--- src/rtl/ssg_pkg.sv ---
package ssg_pkg;

  typedef enum logic {
    OP_SERIES   = 1'b0,
    OP_PARALLEL = 1'b1
  } join_e;

  // Which way a rung above the first joins its fresh fair bit.
  function automatic join_e stage_op(input logic sel_bit, input bit dual);
    return (sel_bit ^ dual) ? OP_PARALLEL : OP_SERIES;
  endfunction

  // Series is AND, parallel is OR.
  function automatic logic join_bits(input join_e op, input logic a, input logic b);
    return (op == OP_PARALLEL) ? (a | b) : (a & b);
  endfunction

  // Numerator of the closure probability over 2^n for select x.
  function automatic int unsigned level_of(input int unsigned x, input int unsigned n,
                                           input bit first_par, input bit dual);
    int unsigned base;
    base = x + (first_par ? 1 : 0);
    return dual ? ((32'd1 << n) - base) : base;
  endfunction

endpackage

--- src/rtl/ssg_fair_src.sv ---
module ssg_fair_src #(
  parameter int unsigned         LFSR_W   = 32,
  parameter logic [LFSR_W-1:0]   TAP_MASK = 32'h8020_0003,
  parameter logic [LFSR_W-1:0]   SEED_DEF = 32'h5EED_C0DE,
  parameter int unsigned         BITS     = 3
) (
  input  logic              clk,
  input  logic              rst,
  input  logic              adv,
  input  logic              load,
  input  logic [LFSR_W-1:0] seed,
  output logic [BITS-1:0]   fair,
  output logic [LFSR_W-1:0] state
);

  logic [LFSR_W-1:0] next_adv;
  logic [LFSR_W-1:0] seed_eff;

  // Walk the register BITS steps. Each step's feedback bit is a new fair bit.
  always_comb begin
    logic [LFSR_W-1:0] walk;
    logic              fb;
    walk = state;
    fair = '0;
    for (int k = 0; k < BITS; k++) begin
      fb      = ^(walk & TAP_MASK);
      fair[k] = fb;
      walk    = {walk[LFSR_W-2:0], fb};
    end
    next_adv = walk;
  end

  assign seed_eff = (seed == '0) ? SEED_DEF : seed;

  always_ff @(posedge clk) begin
    if (rst)       state <= SEED_DEF;
    else if (load) state <= seed_eff;
    else if (adv)  state <= next_adv;
  end

  a_r7_state_nonzero: assert property (@(posedge clk) disable iff (rst)
    state != '0);

  a_r6_seed_taken: assert property (@(posedge clk) disable iff (rst)
    (!$past(rst) && $past(load) && $past(seed) != '0) |-> state == $past(seed));

  a_r7_zero_seed_default: assert property (@(posedge clk) disable iff (rst)
    (!$past(rst) && $past(load) && $past(seed) == '0) |-> state == SEED_DEF);

  a_r8_hold_when_idle: assert property (@(posedge clk) disable iff (rst)
    (!$past(rst) && !$past(adv) && !$past(load)) |-> $stable(state));

  a_r5_moves_when_adv: assert property (@(posedge clk) disable iff (rst)
    (!$past(rst) && $past(adv) && !$past(load)) |-> state != $past(state));

endmodule

--- src/rtl/ssg_switch_chain.sv ---
module ssg_switch_chain
  import ssg_pkg::*;
#(
  parameter int unsigned SEL_W     = 3,
  parameter bit          FIRST_PAR = 1'b0,
  parameter bit          DUAL      = 1'b0
) (
  input  logic [SEL_W-1:0] sel,
  input  logic [SEL_W-1:0] fair,
  output logic [SEL_W-1:0] stage_v,
  output logic             result
);

  localparam join_e FIRST_OP = (FIRST_PAR ^ DUAL) ? OP_PARALLEL : OP_SERIES;

  logic det_closed;

  // Rung 0: a deterministic switch joined to one fair switch.
  assign det_closed = sel[0] ^ DUAL;
  assign stage_v[0] = join_bits(FIRST_OP, fair[0], det_closed);

  // Rungs 1 and up: one fresh fair switch each, in series or in parallel.
  generate
    for (genvar i = 1; i < SEL_W; i++) begin : g_rung
      join_e op_i;
      assign op_i       = stage_op(sel[i], DUAL);
      assign stage_v[i] = join_bits(op_i, fair[i], stage_v[i-1]);
    end
  endgenerate

  assign result = stage_v[SEL_W-1];

endmodule

--- src/rtl/ssg_out_stage.sv ---
module ssg_out_stage (
  input  logic clk,
  input  logic rst,
  input  logic en,
  input  logic d,
  output logic q,
  output logic vld
);

  always_ff @(posedge clk) begin
    if (rst) begin
      q   <= 1'b0;
      vld <= 1'b0;
    end else begin
      q   <= en & d;
      vld <= en;
    end
  end

  a_r2_valid_after_enable: assert property (@(posedge clk) disable iff (rst)
    (!$past(rst) && $past(en)) |-> vld);

  a_r2_no_valid_without_enable: assert property (@(posedge clk) disable iff (rst)
    !$past(en) |-> !vld);

  a_r8_quiet_when_idle: assert property (@(posedge clk) disable iff (rst)
    !$past(en) |-> !q);

endmodule

--- src/rtl/stoch_ladder_gen.sv ---
module stoch_ladder_gen
  import ssg_pkg::*;
#(
  parameter int unsigned       SEL_W     = 3,
  parameter int unsigned       LFSR_W    = 32,
  parameter logic [LFSR_W-1:0] TAP_MASK  = 32'h8020_0003,
  parameter logic [LFSR_W-1:0] SEED_DEF  = 32'h5EED_C0DE,
  parameter bit                FIRST_PAR = 1'b0,
  parameter bit                DUAL      = 1'b0
) (
  input  logic              clk,
  input  logic              rst,
  input  logic              enable,
  input  logic              seed_load,
  input  logic [LFSR_W-1:0] seed,
  input  logic [SEL_W-1:0]  sel,
  output logic              bit_out,
  output logic              bit_valid
);

  localparam int unsigned FULL = 32'd1 << SEL_W;

  logic [SEL_W-1:0]  fair_bits;
  logic [LFSR_W-1:0] gen_state;
  logic [SEL_W-1:0]  rung_v;
  logic              ladder_bit;
  logic              advance;
  logic [31:0]       sel_ext;

  assign advance = enable & ~seed_load;
  assign sel_ext = {{(32-SEL_W){1'b0}}, sel};

  ssg_fair_src #(
    .LFSR_W   (LFSR_W),
    .TAP_MASK (TAP_MASK),
    .SEED_DEF (SEED_DEF),
    .BITS     (SEL_W)
  ) u_src (
    .clk   (clk),
    .rst   (rst),
    .adv   (advance),
    .load  (seed_load),
    .seed  (seed),
    .fair  (fair_bits),
    .state (gen_state)
  );

  ssg_switch_chain #(
    .SEL_W     (SEL_W),
    .FIRST_PAR (FIRST_PAR),
    .DUAL      (DUAL)
  ) u_chain (
    .sel     (sel),
    .fair    (fair_bits),
    .stage_v (rung_v),
    .result  (ladder_bit)
  );

  ssg_out_stage u_out (
    .clk (clk),
    .rst (rst),
    .en  (enable),
    .d   (ladder_bit),
    .q   (bit_out),
    .vld (bit_valid)
  );

  // A level of 0 can never close the network; a full level always closes it.
  a_r3_zero_level_never_one: assert property (@(posedge clk) disable iff (rst)
    (!$past(rst) && bit_valid &&
     level_of($past(sel_ext), SEL_W, FIRST_PAR, DUAL) == 0) |-> !bit_out);

  a_r9_full_level_always_one: assert property (@(posedge clk) disable iff (rst)
    (!$past(rst) && bit_valid &&
     level_of($past(sel_ext), SEL_W, FIRST_PAR, DUAL) == FULL) |-> bit_out);

  // The top rung's op decides the outcome when the lower rungs agree with it.
  a_r4_top_rung_series_blocks: assert property (@(posedge clk) disable iff (rst)
    (!$past(rst) && $past(enable) && !$past(ladder_bit)) |-> !bit_out);

  a_r1_reset_clears: assert property (@(posedge clk)
    $past(rst) |-> (!bit_out && !bit_valid));

endmodule

--- config.mk ---
export PLATFORM = sky130hd
export DESIGN_NAME = stoch_ladder_gen
export DESIGN_NICKNAME = d
export VERILOG_FILES = /design/src/rtl/ssg_pkg.sv /design/src/rtl/ssg_fair_src.sv /design/src/rtl/ssg_switch_chain.sv /design/src/rtl/ssg_out_stage.sv /design/src/rtl/stoch_ladder_gen.sv
export SDC_FILE = /design/constraint.sdc
export NUM_CORES = 1
export LEC_CHECK = 0
export BUFFER_PORTS_ARGS = -buffer_cell sky130_fd_sc_hd__buf_2
export CAP_MARGIN = 20
export CORE_ASPECT_RATIO = 0.9
export CORE_MARGIN = 3
export CORE_UTILIZATION = 52
export CTS_CLUSTER_SIZE = 24
export DETAILED_ROUTE_END_ITERATION = 10
export PLACE_DENSITY = 0.84
export SETUP_SLACK_MARGIN = 0.05
export SYNTH_ARGS = -nofsm -noshare
export SYNTH_HDL_FRONTEND = slang
export SYNTH_SLANG_ARGS = --single-unit
--- constraint.sdc ---
create_clock -name clk -period 2.1 [get_ports clk]
set_clock_uncertainty 0.2 [all_clocks]
set_input_delay 0.21 -clock clk [delete_from_list [all_inputs] [get_ports clk]]
set_output_delay 0.21 -clock clk [all_outputs]
set_load 0.01 [all_outputs]
* After elaboration in Yosys (flattened, before gate mapping)
Index checks and enable logic that the tools add are counted. Widths: inputs -> output; s select.
Operators by class: mux-type cells 7, bitwise logic cells 8, reductions and logical operators 5
Operator list (count):
- $mux 32 | 3
- $reduce_xor 32->1 | 3
- $logic_not 32->1 | 1
- $and 1x1->1 | 5
- $mux 1 | 4
- $or 1x1->1 | 2
- $reduce_bool 2->1 | 1
- $not 1->1 | 1
Word-level totals: flip-flop bits (word level) 34, input bits 39, output and inout bits 2, logic and storage cells 23

* Logic depth before layout (Yosys ltp)
Gate-level depths: netlist (run 1).
word-level depth 7, mapped depth 7, gate-level depth less buffers 5

* By module
From an unflattened synthesis (run 1), not the netlist that was laid out.
Second synthesis, totals: cells, all modules 225, area, all modules 1960.6 µm²
Modules (own cells, without submodules):
- ssg_fair_src | instances 1, cells each 212, area an instance 1838.0 µm², seq. area each 640.6 µm²
- ssg_out_stage | instances 1, cells each 4, area an instance 55.1 µm², seq. area each 40.0 µm²
- ssg_switch_chain | instances 1, cells each 8, area an instance 53.8 µm², seq. area each 0.0 µm²
- stoch_ladder_gen | instances 1, cells each 1, area an instance 13.8 µm², seq. area each 0.0 µm²

* Worst setup path after synthesis (run 1)
OpenSTA, ideal clock, no wires.
kind in2reg, start input port enable, end register u_src.state[22], library setup time 117 ps, arrival 1242 ps, data required time 1783 ps, path slack 541 ps, stages 5, buffers on the path 2, path through buf_2 buf_1 mux2_2 o22ai_1 nand2b_1
On the way: longest elaborated chain between the ends 2
RTL lines:
- start, declared | line stoch_ladder_gen.sv:13 | input logic enable,
- $and 1x1->1 | line stoch_ladder_gen.sv:30 | assign advance = enable & ~seed_load;
- $reduce_bool 2->1 (no line)
- end signal, assigned | line ssg_fair_src.sv:38 | else if (adv) state <= next_adv;
- end, declared | line ssg_fair_src.sv:13 | output logic [LFSR_W-1:0] state
No other way between the ends. A chain may end at the register's enable or synchronous reset.

* Worst setup path after layout (run 1)
start input port seed[1], end register u_src.state[14]
On the way: longest elaborated chain between the ends 3
RTL lines:
- start, declared | line stoch_ladder_gen.sv:15 | input logic [LFSR_W-1:0] seed,
- $logic_not 32->1 | line ssg_fair_src.sv:33 | assign seed_eff = (seed == '0) ? SEED_DEF : seed;
- $mux 32 | line ssg_fair_src.sv:33
- $mux 32 | line ssg_fair_src.sv:37 | else if (load) state <= seed_eff;
No other way between the ends.

==> results of run 1 <==
Yosys cell counts, drive strengths merged:
| library cell | instances | area share [%] |
|---|---|---|
| nor3 | 1 | 0.29 |
| o21ai | 3 | 1.5 |
| nor4 | 8 | 3.3 |
| nand4 | 2 | 0.73 |
| xor2 | 2 | 1.0 |
| mux2 | 17 | 11 |
| xnor2 | 5 | 2.6 |
| nand2b | 18 | 6.6 |
| a21oi | 14 | 4.1 |
| mux2i | 12 | 7.0 |
| nand2 | 2 | 0.44 |
| clkbuf | 4 | 0.88 |
| nor2b | 1 | 0.37 |
| buf | 9 | 3.1 |
| a2111oi | 1 | 0.88 |
| a211oi | 1 | 0.44 |
| dfxtp | 34 | 40 |
| nand3 | 1 | 0.29 |
| o32ai | 1 | 0.51 |
| o22ai | 18 | 6.6 |
| nor2 | 26 | 5.7 |
| a221oi | 1 | 0.51 |
| o221a | 1 | 0.66 |
| inv | 2 | 0.44 |
| o21bai | 1 | 0.44 |
| or2 | 1 | 0.37 |
per-stage QoR:
step	power, uW	cell area (sq um)	instances
final	1420	2350	302
after global routing	1490	2350	302
after global placement	1020	1930	259
after CTS	1400	2310	299
after detailed placement	1020	1930	259
after floorplan	931	1710	186
how the worst max path moves through the flow:
| stage | start | to | cells past startpoint |
|---|---|---|---|
| floorplan | enable | u_src.state[22] | 5 |
| global placement | seed[7] | u_src.state[18] | 7 |
| detailed placement | seed[7] | u_src.state[14] | 7 |
| CTS | seed[10] | u_src.state[14] | 8 |
| global route | seed[12] | u_src.state[14] | 8 |
| finish | seed[1] | u_src.state[14] | 8 |
area by class of cell:
class | instances | share of cell area [%]
sequential | 34 | 29.0
inverter | 2 | 0.319
multi-input combinational | 137 | 41.2
clock buffer | 7 | 1.92
tap | 42 | 2.24
timing repair buffer | 80 | 25.3
cells by family (layout without fill, tap and decap cells):
family	Yosys count	after routing	share of synthesized area (%)
AND/OR/NAND/NOR	60	60	18.1
AO/OA/AOI/OAI	41	41	15.7
flip-flops	34	34	39.9
multiplexers	29	29	18.3
buffers and inverters	15	89	4.40
XOR/XNOR	7	7	3.60
critical path: stages:
cell,delay (ps)
dlygate4sd3_1,530
buf_2,130
nor4_1,310
nand4_1,240
o21ai_4,260
buf_4,240
o22ai_1,100
nand2b_1,90
power by group through the flow:
stage / clock, uW / combinational (uW) / sequential (uW)
detailed placement: 0 / 289 / 733
floorplan: 0 / 206 / 725
global route: 381 / 383 / 724
global placement: 0 / 284 / 731
CTS: 347 / 338 / 718
finish: 349 / 352 / 719
what timing repair did:
action,CTS,global route
endpoints found under the setup margin,0,13
setup buffers,0,3
hold buffers,33,0
hold endpoints to repair,33,0
gates resized for setup,0,3
cells in the final DEF (no fill, tap or decap), types with 6 or more instances in the layout:
cell / instances
a21oi_1: 14
buf_2: 40
dfxtp_1: 34
nor2_1: 26
mux2_2: 17
mux2i_1: 12
o22ai_1: 18
nand2b_1: 18
dlygate4sd3_1: 33
buf_4: 6
per-layer routing:
| layer | up-vias | GRT usage [%] | routed length [um] |
|---|---|---|---|
| met5 | - | 0 | 0 |
| met4 | 0 | 8.99 | 63 |
| met3 | 10 | 6.67 | 301 |
| met2 | 65 | 40.0 | 2200 |
| met1 | 791 | 30.4 | 2000 |
| li1 | 821 | - | - |
sequential cells by signal, indices dropped and copies added (netlist names):
signal / count
u_src.state: 32
u_out.vld: 1
u_out.q: 1
==> metrics.md, run 1 <==
| Metric | Value |
|---|---|
| Status | `complete, no violations` |
| Slew Limit Fails | `0` |
| Worst-path clk slew | `100 ps` |
| Die Y | `about 60 um` |
| Vias in the first global route | `around 1600` |
| Clock root buffer | `clkbuf_4` |
| Crit end category | `flip-flop` |
| Synthesized flop and latch total | `34` |
| Footprint of the multi-input gates | `968 sq um` |
| PortBufs | `40` |
| Final hold slack | `around 70 ps` |
| Mapped Area | `~1700 sq um` |
| I/O pin cnt | `41` |
| Cell variety after synth | `31` |
| Pre-CTS WS | `211 ps` |
| Via count | `1687` |
| P_sw | `412 uW` |
| Clk pwr share | `24.6%` |
| CTS buffer count | `5` |
| Reg-to-reg slack, setup | `360 ps` |
| Vias/cell | `5.59` |
| Drt drc | `0` |
| Diodes inserted | `0` |
| Hold WC Path Type | `in -> reg` |
| HPWL Detailed | `2740 um` |
| Min-Delay Endpoint | `u_out.q` |
| Final setup violation count | `0` |
| Die width | `~66 um` |
| H-tree Lvls | `2` |
| Fmax | `about 500 MHz` |
| Crit Path Max Fanout | `13` |
| Antenna viol nets, final | `0` |
| Initial antenna violation count | `0` |
| Critical R2R Capture | `u_out.q` |
| Pleak | `~0.00096 uW` |
| Layout Utilization | `76.0%` |
| Final Hold Fails | `0` |
| Setup TNS | `0 ps` |
| Worst vdd ir | `0.485 mV` |
| Share of power burned in registers | `50.7%` |
| Syn Area/Cell | `just over 9 sq um` |
| Worst hold path depth | `3` |
| Switch share | `29.0%` |
| Register area | `681 sq um` |
| Total GRT Usage | `24.2%` |
| Setup ws final | `77.8 ps` |
| Max-cap violation count | `0` |
| Worst rel slew slack | `65.4%` |
| Crit Path Category | `in -> reg` |
| First-pass GRT wire length | `7150 um` |
| Fillers | `223` |
| Hold_sp | `sel[1]` |
| WP data required | `2190 ps` |
| Pin count of the biggest net entering global routing | `35` |
| Nets | `between 200 and 300` |
| CTS Buffer Depth | `2` |
| Area delta synth->final | `37.8%` |
| Rows | `19` |
| R2R depth | `5` |
| Iter 0 DRT Violations | `127` |
| Final period util | `96.3%` |
| Share of layout cells above drive strength 1 | `29.2%` |
| TritonCTS Sinks | `34` |
| Reg-to-reg startpoint | `u_src.state[0]` |
| Initial Utilization | `55.2%` |
| Worst slew pin tran | `~520 ps` |
| RSZ-0062 raised after global routing | `false` |
| Comb pwr share | `around a quarter` |
| Pint | `1010 uW` |
| Core area | `between 3000 and 4000 sq um` |
| PwrDens | `604 nW/um^2` |
| DRT Pass-1 Iters | `4` |
| Gate Count Post-Synth | `186` |
| Worst Path Arrival | `2110 ps` |
| Die Area | `approximately 4000 sq um` |
| Critical path startpoint category | `input port` |
| Routed WL per cell | `15.1 um` |
| Final wirelength | `4570 um` |
| Synthesis warning total | `0` |
| Min Tclk post-route | `2020 ps` |
| Clock latency at the later pin of the worst-skew pair | `340 ps` |
| Post-synth net total | `225` |
| Gr ovfl total | `0` |
| CTS tree | `yes` |
| Sequential-to-total area share from yosys stat | `between 30 and 40%` |
| RD Place Congestion | `0.791` |
Power figures use the tool's default switching activity.
==> inputs of run 2 (changes only) <==
Settings changed: RECOVER_POWER from default to 25.
==> run 2 against run 1 <==
- cell count stayed put
- critical path depth stayed put
- clock power hardly changed
- largest cell class unchanged
- highest routed layer unchanged
==> metrics.md, run 2 (synthesis gave the netlist of run 1 again) <==
| Metric | Value |
|---|---|
| Status | `complete, no violations` |
| PwrDens | `604 nW/um^2` |
| Routed WL per cell | `approximately 15 um` |
| Rows | `19` |
| Pleak | `0.000957 uW` |
| Crit Path Max Fanout | `13` |
| CTS tree | `yes` |
| Most frequent cells in the layout | `buf_2 (39), dfxtp_1 (34), dlygate4sd3_1 (33)` |
| Total GRT Usage | `between 20 and 25%` |
| Min Tclk post-route | `2030 ps` |
| Vias/cell | `5.53` |
| Core area | `3090 sq um` |
| Die Area | `4000 sq um` |
| Area after DPL | `1930 sq um` |
| Critical path startpoint category | `input port` |
| Worst slew pin tran | `approximately 1200 ps` |
| Worst vdd ir | `between 0.4 and 0.5 mV` |
| Worst-path clk slew | `~100 ps` |
| WP data required | `approximately 2200 ps` |
| Die Y | `slightly above 60 um` |
| Final period util | `between 90% and 100%` |
| Initial Utilization | `55.2%` |
| CTS buffer count | `5` |
| Iter 0 DRT Violations | `127` |
| Final setup violation count | `0` |
| Worst setup path startpoint | `seed[1]` |
| Gr ovfl total | `0` |
| Worst rel slew slack | `about 17%` |
| Commonest non-fill, non-tap cell in the layout | `buf_2` |
| Reg-to-reg startpoint | `u_src.state[0]` |
| Crit Path Category | `in -> reg` |
| Slew Limit Fails | `0` |
| Crit end category | `flip-flop` |
| First-pass GRT wire length | `7150 um` |
| Post-Layout Cell Count | `302` |
| I/O pin cnt | `41` |
| Pin count of the biggest net entering global routing | `35` |
| Via count | `1670` |
| Max-cap violation count | `0` |
| PortBufs | `40` |
| Largest regs | `u_src.state: 32 flops, u_out.q: 1 flops, u_out.vld: 1 flops` |
| Diodes inserted | `0` |
| Worst Path Arrival | `2120 ps` |
| Setup TNS | `0 ps` |
| Placed cells | `259` |
| Area delta synth->final | `37.7%` |
| Pre-CTS WS | `~210 ps` |
| Drt drc | `0` |
| CTS Buffer Depth | `2` |
| DRT Pass-1 Iters | `4` |
| TritonCTS Sinks | `34` |
| Hold_sp | `sel[1]` |
| Die width | `66.4 um` |
| Share of layout cells above drive strength 1 | `around 29%` |
| RSZ-0062 raised after global routing | `false` |
| Post-route cell area | `2350 sq um` |
| Antenna viol nets, final | `0` |
| RD Place Congestion | `around 0.8` |
| Fillers | `224` |
| Vias in the first global route | `1576` |
| Nets | `299` |
| Clock latency at the later pin of the worst-skew pair | `340 ps` |
| Setup ws final | `around 70 ps` |
| Biggest register | `u_src.state` |
| Final wirelength | `4560 um` |
| Initial antenna violation count | `0` |
| Fmax | `493 MHz` |
| Hold WC Path Type | `in -> reg` |
| Max reg flops | `32` |
| Final Hold Fails | `0` |
| HPWL Detailed | `2740 um` |
| Clock root buffer | `clkbuf_4` |
| H-tree Lvls | `2` |
run 2: cell types whose count changed in the layout (fill, tap and decap cells not counted):
cell,before,now
clkbuf_1,2,3
buf_2,40,39
run 2: area by class of cell:
class,count,area (sq um),share of cell area (%)
Timing Repair Buffer,80,594,25.3
Multi-Input combinational cell,137,968,41.2
Sequential cell,34,681,29.0
Tap cell,42,52.6,2.24
Inverter,2,7.51,0.320
Clock buffer,7,45.0,1.92
run 2: timing repair:
action | in CTS | in global routing
hold buffers | 33 | 0
buffers inserted | 0 | 3
resized for setup | 0 | 3
hold endpoints to repair | 33 | 0
endpoints found under the setup margin | 0 | 13
run 2: final timing paths:
check                                       end  slack (ps)  depth (start not counted)
worst min-delay path                    u_out.q          70                          3
worst min register to register   u_src.state[3]         430                          3
worst max-delay path            u_src.state[14]          70                          8
worst max register to register   u_src.state[0]         360                          5
run 2: routing by layer:
metal  part of all wire (%)  track usage, %  up-vias
met4                    1.2            8.99        0
met2                     48            40.0       63
li1                       -               -      820
met3                    7.0            6.67        5
met1                     44            30.4      782
met5                      0               0        -
run 2: worst max-delay path, stage by stage:
cell	delay, ps
dlygate4sd3_1	530
buf_2	130
nor4_1	310
nand4_1	240
o21ai_4	260
buf_4	240
o22ai_1	100
nand2b_1	90
run 2: power breakdown:
group	leakage [uW]	switching, uW	internal, uW	total (uW)
Clock	0.0000254	221	126	347
Combinational	0.000649	161	191	352
Sequential	0.000282	28.7	690	719
run 2: per-stage QoR:
step | utilization (%) | power (uW) | hold slack (ps)
6_report | 76.0 | 1420 | 74.0
5_1_grt | 76.0 | 1490 | 102
4_1_cts | 74.7 | 1400 | 71.0
3_5_place_dp | 62.6 | 1020 | 263
3_3_place_gp | 62.6 | 1020 | 253
2_1_floorplan | - | 931 | 86.0
==> inputs of run 3 (changes only) <==
Settings changed: CAP_MARGIN 20 to default, CORE_UTILIZATION 52 to 55, CTS_BUF_LIST from default to sky130_fd_sc_hd__clkbuf_4, GPL_TIMING_DRIVEN from default to 0, PLACE_DENSITY 0.84 to 0.88.
==> run 3 against run 2 <==
- sequential share of layout area fell by 0.092 points
- combinational power about the same
- register-to-register slack better by 20 ps
- flip-flop and latch count stayed put
- critical endpoint is now u_src.state[1]
- via count increased by 0.42%
- power grew 1.4%
- routed wire length is 4.0% higher
- clock power up 5%
- design area is 0.32% higher
- setup slack gained 92 ps
==> metrics.md, run 3 (synthesis gave the netlist of run 1 again) <==
| Metric | Value |
|---|---|
| Diodes inserted | `0` |
| Setup ws final | `162 ps` |
| Area delta synth->final | `38.2%` |
| Drt drc | `0` |
| Pin count of the biggest net entering global routing | `11` |
| Min Tclk post-route | `1940 ps` |
| Pleak | `0.000961 uW` |
| Register area | `681 sq um` |
| Die width | `64.7 um` |
| WP data required | `2180 ps` |
| Pre-CTS WS | `69.9 ps` |
| RD Place Congestion | `0.853` |
| Initial antenna violation count | `0` |
| Final period util | `92.3%` |
| Worst setup path startpoint | `seed[22]` |
| Total GRT Usage | `between 20 and 30%` |
| RSZ-0062 raised after global routing | `false` |
| Worst slew pin tran | `548 ps` |
| Routed WL per cell | `around 15 um` |
| Vias in the first global route | `1655` |
| Share of layout cells above drive strength 1 | `26.4%` |
| Initial Utilization | `between 50% and 60%` |
| Worst Path Arrival | `around 2000 ps` |
| Crit Path Max Fanout | `10` |
| Gr ovfl total | `0` |
| Hold WC Path Type | `in -> reg` |
| PwrDens | `610 nW/um^2` |
| Clock latency at the later pin of the worst-skew pair | `350 ps` |
| DRT Pass-1 Iters | `4` |
| Area after DPL | `1950 sq um` |
| Post-route cell area | `2360 sq um` |
| Vias/cell | `5.43` |
| Most frequent cells in the layout | `buf_2 (39), dlygate4sd3_1 (34), dfxtp_1 (34)` |
| Clock root buffer | `clkbuf_4` |
| Setup TNS | `0 ps` |
| Footprint of the multi-input gates | `~950 sq um` |
| Rows | `18` |
| Worst rel slew slack | `63.4%` |
| CTS tree | `yes` |
| Max-cap violation count | `0` |
| Final Hold Fails | `0` |
| Worst-path clk slew | `100 ps` |
| I/O pin cnt | `between 40 and 50` |
| Fmax | `516 MHz` |
| Slew Limit Fails | `0` |
| Final wirelength | `4740 um` |
| Iter 0 DRT Violations | `123` |
| Layout Utilization | `82.4%` |
| HPWL Detailed | `3110 um` |
| Final setup violation count | `0` |
| Crit end category | `flip-flop` |
| Via count | `1677` |
| Antenna viol nets, final | `0` |
| End of the critical path | `u_src.state[1]` |
| First-pass GRT wire length | `between 7000 and 8000 um` |
| H-tree Lvls | `2` |
| Worst vdd ir | `0.495 mV` |
| Critical R2R Capture | `u_out.q` |
| Largest regs | `u_src.state: 32 flops, u_out.q: 1 flops, u_out.vld: 1 flops` |
| Die Y | `58.8 um` |
| Core area | `about 2900 sq um` |
| Max reg flops | `32` |
| Reg-to-reg startpoint | `u_src.state[0]` |
| Die Area | `around 3800 sq um` |
| Status | `complete, no violations` |
| Critical path startpoint category | `input port` |
| Nets | `about 310` |
| Fillers | `190` |
| Biggest register | `u_src.state` |
| CTS Buffer Depth | `2` |
| Commonest non-fill, non-tap cell in the layout | `buf_2` |
| CTS buffer count | `5` |
| Crit Path Category | `in -> reg` |
| TritonCTS Sinks | `34` |
| Reg-to-reg slack, setup | `380 ps` |
| Total power | `around 1400 uW` |
| PortBufs | `39` |
| R2R depth | `5` |
==> run 3: cell types whose count changed in the layout (fill, tap and decap cells not counted), sizes merged <==
cell         before  now
clkbuf            8   13
clkinv            0    2
buf              46   47
dlygate4sd3      33   34
==> run 3: worst max-delay path, cell delays in order <==
cell and delay [ps]:
dlygate4sd3_1 540, buf_2 130, nor4_1 320, nand4_1 190, o21ai_4 250, buf_8 170, o32ai_1 90, o21bai_1 120
==> run 3: area by class of cell <==
type | instances | share of cell area (%)
inverter | 2 | 0.319
buffer | 13 | 2.87
tap | 40 | 2.12
timing repair buffer | 75 | 23.2
multi-input combinational | 137 | 40.3
clock buffer | 6 | 1.91
clock inverter | 2 | 0.372
sequential | 34 | 28.9
==> run 3: how the worst min path moves through the flow <==
stage / startpoint / endpoint / slack [ps] / cells after the start
finish: seed_load / u_src.state[25] / 70 / 4
global route: seed_load / u_src.state[25] / 70 / 4
CTS: sel[1] / u_out.q / 90 / 3
detailed placement: seed[8] / u_src.state[8] / 270 / 3
global placement: seed[13] / u_src.state[13] / 250 / 3
floorplan: rst / u_out.q / 90 / 1
==> run 3: metrics by stage <==
| stage | std cells | hold WS, ps |
|---|---|---|
| 5_1_grt | 309 | 72.9 |
| 4_1_cts | 307 | 88.4 |
| 2_1_floorplan | 186 | 86.0 |
| 6_report | 309 | 73.7 |
| 3_5_place_dp | 265 | 266 |
| 3_3_place_gp | 265 | 255 |
==> run 3: timing repair <==
action | CTS | global route
resized for setup | 0 | 0
setup endpoints to repair | 0 | 10
hold buffers | 34 | 0
endpoints found under the hold margin | 33 | 0
setup buffers | 0 | 2
==> run 3: power by group <==
group	internal, uW	switching [uW]	total (uW)
logic	189	163	352
clock network	139	227	366
registers	690	29.8	720
==> run 3: routing by layer <==
metal	wire length [um]	part of all wire [%]	global-route usage (%)	up-vias
met5	0	0	0	-
met4	44	0.93	8.73	0
met3	372	7.9	6.30	4
met2	2230	47	45.0	67
met1	2100	44	34.2	772
li1	-	-	-	834
